--- config.mk ---
export PLATFORM = sky130hd
export DESIGN_NAME = gf4k_mult_unit
export DESIGN_NICKNAME = d
export VERILOG_FILES = /design/src/rtl/gf4k_pkg.sv /design/src/rtl/gf64_mul.sv /design/src/rtl/gf4k_core.sv /design/src/rtl/gf4k_step_sel.sv /design/src/rtl/gf4k_mult_unit.sv
export SDC_FILE = /design/constraint.sdc
export NUM_CORES = 1
export LEC_CHECK = 0
export BUFFER_PORTS_ARGS = -buffer_cell sky130_fd_sc_hd__clkbuf_2
export CORE_ASPECT_RATIO = 0.5
export CORE_MARGIN = 10
export CORE_UTILIZATION = 60
export CTS_CLUSTER_DIAMETER = 150
export DETAILED_ROUTE_END_ITERATION = 7
export GPL_ROUTABILITY_DRIVEN = 0
export PLACE_DENSITY_LB_ADDON = 0.1
export REMOVE_ABC_BUFFERS = 1
export SLEW_MARGIN = 20
export SYNTH_ARGS = -nofsm -noshare
export SYNTH_HDL_FRONTEND = slang
export SYNTH_SLANG_ARGS = --single-unit
--- constraint.sdc ---
create_clock -name clk -period 1 [get_ports clk]
set_clock_uncertainty 0.2 [all_clocks]
set_input_delay 0.1 -clock clk [delete_from_list [all_inputs] [get_ports clk]]
set_output_delay 0.1 -clock clk [all_outputs]
set_load 0.1 [all_outputs]
--- src/rtl/gf4k_pkg.sv ---
package gf4k_pkg;
   // Default tower-field construction: GF(64) mod x^6+x+1, X^2 = X + beta
   localparam int unsigned GF_HALF_W    = 6;
   localparam int unsigned GF_ELEM_W    = 2 * GF_HALF_W;
   localparam logic [GF_HALF_W:0]   GF_RED_POLY  = 7'h43;
   localparam logic [GF_HALF_W-1:0] GF_BETA      = 6'h21;
   localparam logic [GF_ELEM_W-1:0] GF_GEN_CONST = 12'hE01;

   typedef struct packed {
      logic [GF_HALF_W-1:0] hi;
      logic [GF_HALF_W-1:0] lo;
   } gf_pair_t;
endpackage

--- src/rtl/gf64_mul.sv ---
module gf64_mul #(
   parameter int unsigned          W    = gf4k_pkg::GF_HALF_W,
   parameter logic [W:0]           POLY = gf4k_pkg::GF_RED_POLY
) (
   input  logic [W-1:0] a,
   input  logic [W-1:0] b,
   output logic [W-1:0] p
);
   localparam logic [W-1:0] FOLD = POLY[W-1:0];

   // W unrolled shift-and-add stages; overflow past bit W-1 folds back by FOLD
   always_comb begin
      logic [W-1:0] acc;
      logic [W-1:0] sh;
      acc = '0;
      sh  = b;
      for (int i = 0; i < int'(W); i++) begin
         if (a[i]) acc = acc ^ sh;
         sh = sh[W-1] ? ({sh[W-2:0], 1'b0} ^ FOLD) : {sh[W-2:0], 1'b0};
      end
      p = acc;
   end
endmodule

--- src/rtl/gf4k_core.sv ---
module gf4k_core #(
   parameter int unsigned     HALF_W = gf4k_pkg::GF_HALF_W,
   parameter logic [HALF_W:0] POLY   = gf4k_pkg::GF_RED_POLY,
   parameter logic [HALF_W-1:0] BETA = gf4k_pkg::GF_BETA,
   localparam int unsigned    ELEM_W = 2 * HALF_W
) (
   input  logic [ELEM_W-1:0] x,
   input  logic [ELEM_W-1:0] y,
   output logic [ELEM_W-1:0] z
);
   logic [HALF_W-1:0] xh, xl, yh, yl;
   logic [HALF_W-1:0] m_cross, m_low, m_high, m_beta;

   assign xh = x[ELEM_W-1:HALF_W];
   assign xl = x[HALF_W-1:0];
   assign yh = y[ELEM_W-1:HALF_W];
   assign yl = y[HALF_W-1:0];

   gf64_mul #(.W(HALF_W), .POLY(POLY)) i_cross (.a(xh ^ xl), .b(yh ^ yl), .p(m_cross));
   gf64_mul #(.W(HALF_W), .POLY(POLY)) i_low   (.a(xl),      .b(yl),      .p(m_low));
   gf64_mul #(.W(HALF_W), .POLY(POLY)) i_high  (.a(xh),      .b(yh),      .p(m_high));
   gf64_mul #(.W(HALF_W), .POLY(POLY)) i_beta  (.a(m_high),  .b(BETA),    .p(m_beta));

   // Karatsuba recombination: hi = (xh+xl)(yh+yl) + xl*yl ; lo = beta*xh*yh + xl*yl
   assign z = {m_cross ^ m_low, m_beta ^ m_low};
endmodule

--- src/rtl/gf4k_step_sel.sv ---
module gf4k_step_sel #(
   parameter int unsigned          ELEM_W    = gf4k_pkg::GF_ELEM_W,
   parameter logic [ELEM_W-1:0]    GEN_CONST = gf4k_pkg::GF_GEN_CONST
) (
   input  logic              gen_step,
   input  logic [ELEM_W-1:0] a,
   input  logic [ELEM_W-1:0] b,
   input  logic [ELEM_W-1:0] core_z,
   output logic [ELEM_W-1:0] core_y,
   output logic [ELEM_W-1:0] result
);
   localparam logic [ELEM_W-1:0] ONE = ELEM_W'(1);

   assign core_y = gen_step ? GEN_CONST : b;
   assign result = (gen_step && (a == '0)) ? ONE : core_z;
endmodule

--- src/rtl/gf4k_mult_unit.sv ---
module gf4k_mult_unit #(
   parameter int unsigned          HALF_W    = gf4k_pkg::GF_HALF_W,
   parameter logic [HALF_W:0]      RED_POLY  = gf4k_pkg::GF_RED_POLY,
   parameter logic [HALF_W-1:0]    BETA      = gf4k_pkg::GF_BETA,
   parameter logic [2*HALF_W-1:0]  GEN_CONST = gf4k_pkg::GF_GEN_CONST,
   parameter int unsigned          PIPE      = 1,
   localparam int unsigned         ELEM_W    = 2 * HALF_W
) (
   input  logic              clk,
   input  logic              rst_n,
   input  logic              op_valid,
   input  logic              gen_step,
   input  logic [ELEM_W-1:0] op_a,
   input  logic [ELEM_W-1:0] op_b,
   output logic              res_valid,
   output logic [ELEM_W-1:0] product
);
   // Elaboration-time parameter checks
   if (HALF_W < 2) begin : g_bad_width
      $error("gf4k_mult_unit: HALF_W must be at least 2");
   end
   if (RED_POLY[HALF_W] != 1'b1 || RED_POLY[0] != 1'b1) begin : g_bad_poly
      $error("gf4k_mult_unit: RED_POLY must be monic of degree HALF_W with constant term");
   end
   if (BETA == '0) begin : g_bad_beta
      $error("gf4k_mult_unit: BETA must be non-zero");
   end
   if (PIPE > 1) begin : g_bad_pipe
      $error("gf4k_mult_unit: PIPE must be 0 or 1");
   end

   logic [ELEM_W-1:0] core_y, core_z, result;

   gf4k_step_sel #(.ELEM_W(ELEM_W), .GEN_CONST(GEN_CONST)) i_sel (
      .gen_step (gen_step),
      .a        (op_a),
      .b        (op_b),
      .core_z   (core_z),
      .core_y   (core_y),
      .result   (result)
   );

   gf4k_core #(.HALF_W(HALF_W), .POLY(RED_POLY), .BETA(BETA)) i_core (
      .x (op_a),
      .y (core_y),
      .z (core_z)
   );

   if (PIPE == 1) begin : g_reg
      logic              vld_q;
      logic [ELEM_W-1:0] prod_q;
      always_ff @(posedge clk or negedge rst_n) begin
         if (!rst_n) begin
            vld_q  <= 1'b0;
            prod_q <= '0;
         end else begin
            vld_q <= op_valid;
            if (op_valid) prod_q <= result;
         end
      end
      assign res_valid = vld_q;
      assign product   = prod_q;
   end else begin : g_comb
      logic unused_clk;
      assign unused_clk = clk ^ rst_n;
      assign res_valid  = op_valid;
      assign product    = result;
   end
endmodule

==> flow_metrics.py, run 1 <==
metrics = {
    "outcome": {
        "status": "did not finish",
        "failed_stage": "clock tree synthesis",
        "error_line": "[ERROR DPL-0038] Utilization greater than 100%, impossible to legalize",
    },
    "placed_design": {
        "numPortBuffers": 40,
        "hpwl_um": 8381,
        "pre_cts_ws_ns": -1.262,
    },
    "floorplan": {
        "row_count": 17,
        "die_x_um": 119.0,
        "ioPinCount": 41,
        "fp.dieH_um": 69.49,
        "start_util": 0.6457,
    },
    "cts": {
        "ctsHoldBuffers": 1,
        "clockRootBuffer": "clkbuf_8",
        "cts.path.max_buffers": 2,
        "post-cts-setup-buffers": 22,
        "cts_buffers": 3,
        "cts_resized": 164,
        "cts_max_level": 1,
        "clock_sinks": 13,
    },
    "synthesis": {
        "yosys-top-cells-area": "xnor2_1, dfrtp_1, xor2_1, nand2_1, nor2_1",
        "ys.flop_type": "dfrtp_1",
        "yosysTopAreaCellShare": 0.2235,
        "syn_avg_cell_area_um2": 7.048,
        "synth_common_cells": "xnor2_1, nand2_1, nor2_1",
        "synth.most_common_cell": "xnor2_1",
        "ys_ff_latch": 13,
        "netlist_area_mm2": 0.002939,
        "yosysTopAreaCell": "xnor2_1",
        "async_reset_ff_frac": 1.000,
        "ys_seq_area_frac": 0.1107,
        "synth_cells": 417,
        "yosysWarnings": 0,
        "yosys.cell_types.count": 51,
        "synth_edf_count": 0,
    },
}
[logic make-up after synthesis]
family	Yosys count	share of synthesized area
xor+xnor	107	0.3397
buf+inv	58	0.1056
flops	13	0.1107
mux	11	0.03917
compound gates	84	0.1856
simple gates	144	0.2192
[stage by stage]
step	instances	area (um^2)
3_3_place_gp	588	3984
3_5_place_dp	588	3984
2_1_floorplan	378	2700
==> run 2, diff against run 1 <==
- CORE_ASPECT_RATIO: 0.5 -> default
- CORE_UTILIZATION: 60 -> 40
- CTS_CLUSTER_DIAMETER: 150 -> default
- PLACE_DENSITY_LB_ADDON: 0.1 -> 0.15
==> run 2 against run 1 <==
  * The flow now finishes, with violations (negative setup slack)
  * Synthesized area is the same
  * Synthesized cell count is the same
==> flow_metrics.py, run 2 <==
metrics = {
    "outcome": {
        "status": "finished, violations left",
        "violations": "negative setup slack",
    },
    "cts": {
        "clk_latency_ns": 0.24,
        "cts_tree": "built",
        "clk_pin_slew_worst_paths_ns": 0.05,
        "clockRootBuffer": "clkbuf_8",
        "cts_max_level": 1,
        "clock_sinks": 13,
        "cts_buffers": 3,
        "cts.path.max_buffers": 2,
    },
    "global_routing": {
        "grt_pass1_vias": 3357,
        "antenna_found_initial": 0,
        "grt_max_degree": 20,
        "grt_pass1_wl_um": 16370,
        "grtUsageTotal": 0.1732,
        "grt-ovfl-total": 0,
    },
    "power": {
        "powerDensity_mw_per_mm2": 1468,
        "p_leak_nw": 2.287,
        "vdd_drop_max_mv": 0.6884,
        "finalPower_w": 0.007419,
    },
    "placed_design": {
        "placed_cell_area_mm2": 0.004115,
        "numPortBuffers": 40,
        "hpwl_um": 7710,
    },
    "critical_path": {
        "cp_max_fo": 9,
        "worst_ep_required_time_ns": 0.92,
        "slowest_delay_ns": 0.44,
        "crit_chain": "clkbuf_4, xnor2_1, buf_4, mux2_2, o22ai_1, xnor3_1, xnor2_1, o22ai_1",
        "worst_ep_arrival_time_ns": 1.80,
        "cp_slowest_cell": "xnor3_1",
        "start_kind": "input pin",
        "end_kind": "flop",
        "critical_path_class": "in2reg",
        "reg2reg_from": "product[7]",
        "crit_path_start": "op_a[5]",
    },
    "synthesis": {
        "yosysTopAreaCell": "xnor2_1",
        "synth_common_cells": "xnor2_1, nand2_1, nor2_1",
        "netlist_area_mm2": 0.002939,
        "yosys.cell_types.count": 51,
        "ys_ff_latch": 13,
        "yosys-top-cells-area": "xnor2_1, dfrtp_1, xor2_1, nand2_1, nor2_1",
        "ys_seq_area_frac": 0.1107,
        "yosysTopAreaCellShare": 0.2235,
        "async_reset_ff_frac": 1.000,
        "syn_avg_cell_area_um2": 7.048,
        "synth.most_common_cell": "xnor2_1",
        "synth_cells": 417,
        "yosysWarnings": 0,
        "ys.flop_type": "dfrtp_1",
        "synth_edf_count": 0,
    },
    "sta": {
        "hold_ws_ns": 0.03283,
        "worst_pin_slew_ns": 0.5601,
        "finalSetupViolCount": 25,
        "max_freq_mhz": 533.1,
        "setup_tns_ns": -10.99,
        "setup_ws_ns": -0.8759,
        "min_period_over_period": 1.876,
        "final.min_clock_period_ns": 1.876,
        "relSlewSlack": 0.6249,
        "drv_slew": 0,
        "finalHoldViolations": 0,
        "rsz0062_at_grt": "true",
    },
    "detailed_routing": {
        "firstDrtPassIters": 5,
        "drtAntennaViolNets": 0,
        "route.detailed.wl_per_inst_um": 15.81,
        "via_per_inst": 5.182,
        "initialDrtViolationCount": 161,
        "num_vias": 3353,
        "drc": 0,
        "wirelength_um": 10230,
    },
    "floorplan": {
        "start_util": 0.4074,
        "row_count": 31,
        "die_x_um": 105.7,
        "fp.dieH_um": 105.7,
        "dieArea_mm2": 0.01118,
        "coreArea_mm2": 0.007214,
        "ioPinCount": 41,
    },
    "finish": {
        "num_antenna_cells": 0,
        "drive_gt1_frac": 0.4635,
        "largest_register_ffs": 12,
        "final_common_cell": "buf_4",
        "final_util": 0.7003,
        "final_area_mm2": 0.005052,
        "syn_to_final_growth_pct": 71.90,
        "nets": 577,
        "layout_common_cells": "buf_4, nand2_1, xnor2_1, nor2_1, xnor2_2",
        "fillers": 535,
    },
    "flow_run": {
        "maxCapViolations": 0,
    },
    "worst_hold_path": {
        "hp-start": "op_valid",
        "hp-class": "in2reg",
    },
}
==> run 2: final cells by class <==
class | count | area [um^2] | area share
Inverter | 19 | 71.32 | 0.01412
Multi-Input combinational cell | 346 | 2868 | 0.5676
Timing Repair Buffer | 166 | 1619 | 0.3205
Tap cell | 99 | 123.9 | 0.02452
Sequential cell | 13 | 325.3 | 0.06439
Clock buffer | 4 | 45.04 | 0.008915
==> run 2: cells by family (layout without fill, tap and decap cells) <==
family / after synthesis / in the layout / synth area share
simple gates: 144 / 144 / 0.2192
xor+xnor: 107 / 107 / 0.3397
compound gates: 84 / 84 / 0.1856
buf+inv: 58 / 189 / 0.1056
flops: 13 / 13 / 0.1107
mux: 11 / 11 / 0.03917
==> run 2: report_power, final <==
group | switching (W) | internal (W)
sequential | 0.000230 | 0.000738
combinational | 0.00331 | 0.00268
clock | 0.000180 | 0.000281
==> run 2: final timing paths <==
kind	slack (ns)	depth (start not counted)	endpoint
setup / recovery	-0.88	8	product[7]
hold / removal	0.03	3	product[1]
setup reg to reg	0.02	3	product[7]
hold reg to reg	0.37	2	product[10]
max in group asynchronous	0.27	2	product[7]
min in group asynchronous	0.08	2	product[0]
==> run 2: critical path: cells and delay by family <==
| family | cells | cell delay, ns |
|---|---|---|
| XOR/XNOR | 3 | 0.81 |
| multiplexers | 1 | 0.32 |
| AO/OA/AOI/OAI | 2 | 0.23 |
| buffers and inverters | 2 | 0.33 |
==> run 2: metal layers <==
metal  global-route usage  share of wire  vias up
met1               0.2041           0.40     1584
met3              0.02497          0.047       24
met4              0.06190          0.029        0
li1                     -              -     1656
met5                    0              0        -
met2               0.3105           0.52       89
==> run 2: per-stage QoR <==
step	instances	setup slack, ns
CTS	643	-0.8125
floorplan	378	-1.073
finish	647	-0.8759
global route	647	-1.007
global placement	633	-1.173
detailed placement	633	-1.201
==> run 2: what timing repair did <==
action,in CTS,in global routing
pin swaps,52,45
hold buffers,2,0
endpoints found under the hold margin,14,0
endpoints found under the setup margin,25,26
gates resized for setup,91,71
cloned,1,0
buffers inserted,4,4
Power figures use the tool's default switching activity.
